### src/rtl/bank_sched_pkg.sv
package bank_sched_pkg;

    localparam int TIM_W = 4;
    localparam int MAX_CL = (1 << TIM_W) - 1;

    typedef logic [TIM_W-1:0] tim_t;

    typedef enum logic [2:0] {
        CMD_NOP = 3'd0,
        CMD_ACT = 3'd1,
        CMD_PRE = 3'd2,
        CMD_RD  = 3'd3,
        CMD_WR  = 3'd4
    } cmd_e;

    typedef enum logic [1:0] {
        ST_IDLE,
        ST_ACTIVATING,
        ST_ROW_OPEN,
        ST_PRECHARGING
    } bank_st_e;

    typedef struct packed {
        tim_t trp;
        tim_t trcd;
        tim_t tras;
        tim_t cl;
    } timing_t;

    function automatic tim_t clamp_min1(tim_t v);
        return (v == '0) ? tim_t'(1) : v;
    endfunction

    function automatic logic is_column(cmd_e c);
        return (c == CMD_RD) || (c == CMD_WR);
    endfunction

endpackage

### src/rtl/sched_cfg.sv
module sched_cfg
    import bank_sched_pkg::*;
(
    input  logic    clk,
    input  logic    rst,
    input  logic    capture,
    input  timing_t raw,
    output timing_t eff
);
    timing_t raw_c;
    timing_t held;

    always_comb begin
        raw_c.trp  = clamp_min1(raw.trp);
        raw_c.trcd = clamp_min1(raw.trcd);
        raw_c.tras = clamp_min1(raw.tras);
        raw_c.cl   = clamp_min1(raw.cl);
    end

    always_ff @(posedge clk) begin
        if (rst) begin
            held <= '{trp: tim_t'(1), trcd: tim_t'(1), tras: tim_t'(1), cl: tim_t'(1)};
        end else if (capture) begin
            held <= raw_c;
        end
    end

    assign eff = capture ? raw_c : held;
endmodule

### src/rtl/sched_dcount.sv
module sched_dcount #(
    parameter int W = 4
) (
    input  logic         clk,
    input  logic         rst,
    input  logic         load,
    input  logic [W-1:0] load_val,
    output logic         zero
);
    logic [W-1:0] cnt;

    always_ff @(posedge clk) begin
        if (rst) begin
            cnt <= '0;
        end else if (load) begin
            cnt <= load_val - W'(1);
        end else if (cnt != '0) begin
            cnt <= cnt - W'(1);
        end
    end

    assign zero = (cnt == '0);
endmodule

### src/rtl/sched_rdpipe.sv
module sched_rdpipe #(
    parameter int DEPTH = 15,
    parameter int IW    = 4
) (
    input  logic          clk,
    input  logic          rst,
    input  logic          push,
    input  logic [IW-1:0] lat,
    output logic          valid_out
);
    logic [DEPTH-1:0] sr;
    logic [DEPTH-1:0] ins;

    always_comb begin
        ins = '0;
        if (push) begin
            ins = DEPTH'(1) << (lat - IW'(1));
        end
    end

    always_ff @(posedge clk) begin
        if (rst) begin
            sr <= '0;
        end else begin
            sr <= (sr >> 1) | ins;
        end
    end

    assign valid_out = sr[0];
endmodule

### src/rtl/bank_cmd_sched.sv
module bank_cmd_sched
    import bank_sched_pkg::*;
#(
    parameter int ROW_W = 13,
    parameter int COL_W = 10
) (
    input  logic             clk,
    input  logic             rst,
    input  logic [3:0]       cfg_trp,
    input  logic [3:0]       cfg_trcd,
    input  logic [3:0]       cfg_tras,
    input  logic [3:0]       cfg_cl,
    input  logic             req_valid,
    input  logic             req_write,
    input  logic [ROW_W-1:0] req_row,
    input  logic [COL_W-1:0] req_col,
    output logic             req_ready,
    output logic [2:0]       cmd_code,
    output logic [ROW_W-1:0] cmd_row,
    output logic [COL_W-1:0] cmd_col,
    output logic             rd_valid
);
    localparam int N_CNT = 3;
    localparam int I_RCD = 0;
    localparam int I_RAS = 1;
    localparam int I_RP  = 2;

    bank_st_e         st, st_nx;
    logic [ROW_W-1:0] open_row;
    cmd_e             cmd;
    timing_t          cfg_raw;
    timing_t          cfg_eff;
    logic             open_ok, act_ok, hit;
    logic [N_CNT-1:0] cnt_load, cnt_zero;
    tim_t             cnt_val [N_CNT];

    assign cfg_raw = '{trp: cfg_trp, trcd: cfg_trcd, tras: cfg_tras, cl: cfg_cl};

    sched_cfg u_cfg (
        .clk    (clk),
        .rst    (rst),
        .capture(st == ST_IDLE),
        .raw    (cfg_raw),
        .eff    (cfg_eff)
    );

    assign cnt_load[I_RCD] = (cmd == CMD_ACT);
    assign cnt_load[I_RAS] = (cmd == CMD_ACT);
    assign cnt_load[I_RP]  = (cmd == CMD_PRE);
    assign cnt_val[I_RCD]  = cfg_eff.trcd;
    assign cnt_val[I_RAS]  = cfg_eff.tras;
    assign cnt_val[I_RP]   = cfg_eff.trp;

    for (genvar g = 0; g < N_CNT; g++) begin : g_cnt
        sched_dcount #(.W(TIM_W)) u_cnt (
            .clk     (clk),
            .rst     (rst),
            .load    (cnt_load[g]),
            .load_val(cnt_val[g]),
            .zero    (cnt_zero[g])
        );
    end

    assign open_ok = ((st == ST_ACTIVATING) || (st == ST_ROW_OPEN)) && cnt_zero[I_RCD];
    assign act_ok  = (st == ST_IDLE) || ((st == ST_PRECHARGING) && cnt_zero[I_RP]);
    assign hit     = (req_row == open_row);

    always_comb begin
        cmd       = CMD_NOP;
        req_ready = 1'b0;
        if (req_valid) begin
            if (act_ok) begin
                cmd = CMD_ACT;
            end else if (open_ok) begin
                if (hit) begin
                    cmd       = req_write ? CMD_WR : CMD_RD;
                    req_ready = 1'b1;
                end else if (cnt_zero[I_RAS]) begin
                    cmd = CMD_PRE;
                end
            end
        end
    end

    always_comb begin
        st_nx = st;
        unique case (st)
            ST_IDLE: begin
                if (cmd == CMD_ACT) st_nx = ST_ACTIVATING;
            end
            ST_ACTIVATING: begin
                if (cmd == CMD_PRE)         st_nx = ST_PRECHARGING;
                else if (cnt_zero[I_RCD])   st_nx = ST_ROW_OPEN;
            end
            ST_ROW_OPEN: begin
                if (cmd == CMD_PRE) st_nx = ST_PRECHARGING;
            end
            ST_PRECHARGING: begin
                if (cmd == CMD_ACT)       st_nx = ST_ACTIVATING;
                else if (cnt_zero[I_RP])  st_nx = ST_IDLE;
            end
            default: st_nx = ST_IDLE;
        endcase
    end

    always_ff @(posedge clk) begin
        if (rst) begin
            st       <= ST_IDLE;
            open_row <= '0;
        end else begin
            st <= st_nx;
            if (cmd == CMD_ACT) open_row <= req_row;
        end
    end

    sched_rdpipe #(.DEPTH(MAX_CL), .IW(TIM_W)) u_rdpipe (
        .clk      (clk),
        .rst      (rst),
        .push     (cmd == CMD_RD),
        .lat      (cfg_eff.cl),
        .valid_out(rd_valid)
    );

    assign cmd_code = cmd;
    assign cmd_row  = (cmd == CMD_ACT) ? req_row : '0;
    assign cmd_col  = is_column(cmd) ? req_col : '0;
endmodule

### config.mk
export PLATFORM = sky130hd
export DESIGN_NAME = bank_cmd_sched
export DESIGN_NICKNAME = d
export VERILOG_FILES = /design/src/rtl/bank_sched_pkg.sv /design/src/rtl/sched_cfg.sv /design/src/rtl/sched_dcount.sv /design/src/rtl/sched_rdpipe.sv /design/src/rtl/bank_cmd_sched.sv
export SDC_FILE = /design/constraint.sdc
export NUM_CORES = 1
export LEC_CHECK = 0
export ABC_AREA = 1
export BUFFER_PORTS_ARGS = -buffer_cell sky130_fd_sc_hd__buf_2
export CAP_MARGIN = 20
export CORE_MARGIN = 1
export CORE_UTILIZATION = 40
export CTS_CLUSTER_DIAMETER = 60
export DETAILED_ROUTE_END_ITERATION = 8
export GPL_TIMING_DRIVEN = 0
export PLACE_DENSITY = 0.6
export REMOVE_ABC_BUFFERS = 1
export SETUP_SLACK_MARGIN = 0.1
export SLEW_MARGIN = 20
export SYNTH_ARGS = -nofsm -noshare
export SYNTH_HDL_FRONTEND = slang
export SYNTH_SLANG_ARGS = --single-unit
### constraint.sdc
create_clock -name clk -period 3.9 [get_ports clk]
set_clock_uncertainty 0.2 [all_clocks]
set_input_delay 0.78 -clock clk [delete_from_list [all_inputs] [get_ports clk]]
set_output_delay 0.78 -clock clk [all_outputs]
set_load 0.02 [all_outputs]
==> summary.txt <==
Route
  – WL final: 6850 um
  – DR pass1 iterations: 4
  – Antenna viol nets, final: 0
  – Vias post-DR: 2,817
  – DRC Markers: 0
  – Per-cell routed wire length: 11.1 um
  – Drt initial violations: 90
  – Vias per cell: 4.55

Floorplanning
  – Core Region: 7290 um^2
  – Chip width: 89.1 um
  – Initial core utilization: 41.6%
  – I/O pin cnt: 71
  – Die area: 7930 um^2
  – Die H: 89.1 um
  – Core Rows: 31

Final layout
  – Final net count: 570
  – Most common cell after layout, fill and taps aside: nand2_1
  – Share of cells above drive strength 1: 21.3%
  – Syn-to-layout area delta: 21.0%
  – Ant diodes: 0
  – Fin util: 50.3%
  – Commonest non-fill, non-tap cells in the layout: 87 x nand2_1, 84 x inv_1, 70 x nor2_1, 70 x buf_2, 58 x dfxtp_1

Worst setup path
  – Worst-path cell chain: inv_1 > ha_4 > inv_1 > o21ai_1 > nor3_2 > nand2_4 > nand3_4 > inv_2 > nand2_1 > inv_1 > buf_2
  – CP Capture Type: primary output
  – Crit path DAT: 2660 ps
  – Peak fanout along the critical path: 21
  – Required @ worst endpoint: 2920 ps
  – Critical Path Source Type: flip-flop
  – Max stage delay on crit path: 350 ps
  – Critical Path Slowest Stage Cell: ha_4
  – Crit path kind: reg2out
  – Critical Path Most Common Cell: inv_1

STA
  – Fin crit period: 3640 ps
  – Final setup fails: 0
  – Max Slew Vio Count: 0
  – RSZ-0062 raised after global routing: false
  – Final WS setup: 262 ps
  – Period utilization: 93.3%
  – Max Fclk: 275 MHz
  – Final Hold Slack: 232 ps
  – Final Hold Fails: 0
  – Worst slew margin: 50.1%
  – Least-Margin Pin Slew: 749 ps

Global route
  – Antenna violations before repair: 0
  – Number of global-route vias before repair: 2,523
  – First-pass GRT wire length: 11,000 um
  – Pin count of the biggest net entering global routing: 41
  – Total GRT Usage: 18.3%
  – GR Overflow Total: 0

Yosys
  – Fraction of registers with async set/reset: 0%
  – Synthesized flop and latch total: 58
  – Syn avg cell area: 6.83 um^2
  – Gate Count Post-Synth: 444
  – Post-Syn Area: 3030 um^2
  – Post-synth top area share: 38.3%
  – EDFF count, synth: 0
  – Sequential share of the synthesized area: 38.3%
  – Distinct cell type count after synthesis: 37
  – Main synth FF type: dfxtp_1
  – Synth warnings: 0
  – Post-synth top area cell: dfxtp_1
  – Area contributors post-synth: dfxtp_1 38%, nand2_1 11%, inv_1 10%, nor2_1 8.8%, a21oi_1 5.0%

Power
  – LEAKAGE: 1.88 nW
  – VDD IR max: 289 uV
  – Sw power: 0.000981 W
  – Final Power: 0.00239 W
  – Sw Ratio: 41.0%
  – Clock power frac: 22.8%
  – Pwr per Cell Area: 652 nW/um^2
  – Internal power: 0.00141 W
  – Power share of the combinational group: 45.2%
  – Sequential power share: 32.0%

Placement
  – Place WS: -299 ps
  – DP HPWL: 4850 um
  – Port-buffer cells: 70
  – Final Wtd Congestion: 0.808

Status
  – Status: finished, final reports clean

Clocking
  – CTS sink cnt: 58
  – Clock Pin Slew Worst Setup and Hold Paths: 60 ps
  – Hold_buf cts: 0
  – Root Driver: clkbuf_8
  – # H-tree levels: 3
  – Max clock buf depth: 2
  – CTS Buf Count: 9
  – Worst-Skew Late Latency: 340 ps
  – TritonCTS clock tree: built

Job
  – Max_cap viols: 0

Hold path
  – Hold/Removal Path Class: reg2reg
## path summary, 6_finish.rpt
kind | startpoint | endpoint | slack, ps | cells after the start
max reg2reg | st[0] | g_cnt[1].u_cnt.cnt[2] | 900 | 11
min reg2reg | u_rdpipe.sr[6] | u_rdpipe.sr[5] | 230 | 2
max | st[0] | cmd_row[10] | 260 | 11
min | u_rdpipe.sr[6] | u_rdpipe.sr[5] | 230 | 2
## per-stage QoR
step	area [um^2]	instances	setup TNS, ps
final	3670	619	0
after global routing	3670	619	0
after CTS	3670	619	0
after detailed placement	3450	603	-2830
after global placement	3450	603	-2790
after floorplan	2970	434	0
## layer usage
layer	vias to the layer above	global-route usage, %	wire, um
met1	1239	24.1	3480
met2	52	29.4	3040
met3	4	3.05	264
met4	0	8.66	59
met5	-	0	0
li1	1522	-	-
## cell families after synthesis
| kind of cell | count (synthesis) | synth area share, % |
|---|---|---|
| simple gates | 210 | 30.7 |
| fa+ha+maj | 10 | 4.13 |
| buf+inv | 96 | 12.6 |
| mux | 7 | 2.31 |
| flops | 58 | 38.3 |
| xor+xnor | 3 | 1.11 |
| compound gates | 60 | 10.9 |
## synthesized netlist by cell type (4+ instances only)
library cell and number:
o22ai_1 4, a21oi_1 30, nand2_2 7, inv_1 84, dfxtp_1 58, nand4_1 8
mux2i_1 7, clkbuf_1 4, o21ai_0 12, o31ai_1 4, ha_1 10, nor2_1 71
or2_2 6, nand2_1 87, nand3_1 19
## cell type report
type                    instances  area (um^2)
fillers                       781         3620
inverters                      86          323
flip-flops and latches         58         1160
clock inverters                 3         40.0
repair buffers                 71          358
multi-input cells             291         1510
clock buffers                  11          151
well taps                      99          124
## sequential cells by signal (all words and copies together) (netlist names)
register / flops
g_cnt.u_cnt.cnt: 12
u_rdpipe.sr: 15
st: 2
open_row: 13
u_cfg.held: 16
## power by group through the flow
stage | Combinational (W) | Clock (W) | Sequential [W]
floorplan | 0.000814 | 0 | 0.000765
global placement | 0.00104 | 0 | 0.000776
detailed placement | 0.00105 | 0 | 0.000779
CTS | 0.00109 | 0.000561 | 0.000766
global route | 0.00124 | 0.000588 | 0.000776
finish | 0.00108 | 0.000546 | 0.000766
## critical path: cells and delay by family, from the launching register on
kind	cells	cell delay [ps]
AND/OR/NAND/NOR	4	600
flip-flops	1	340
AO/OA/AOI/OAI	1	220
adder cells (fa/ha/maj)	1	350
buffers and inverters	5	820
## repair_timing
item                                    in CTS  in global routing
endpoints found under the setup margin      24                 10
gates resized for setup                      2                  1
hold endpoints to repair                     0                  0
pin swaps                                    2                  0
buffers inserted                             1                  0
gates cloned                                 1                  0
(Power assumes the default switching activity.)
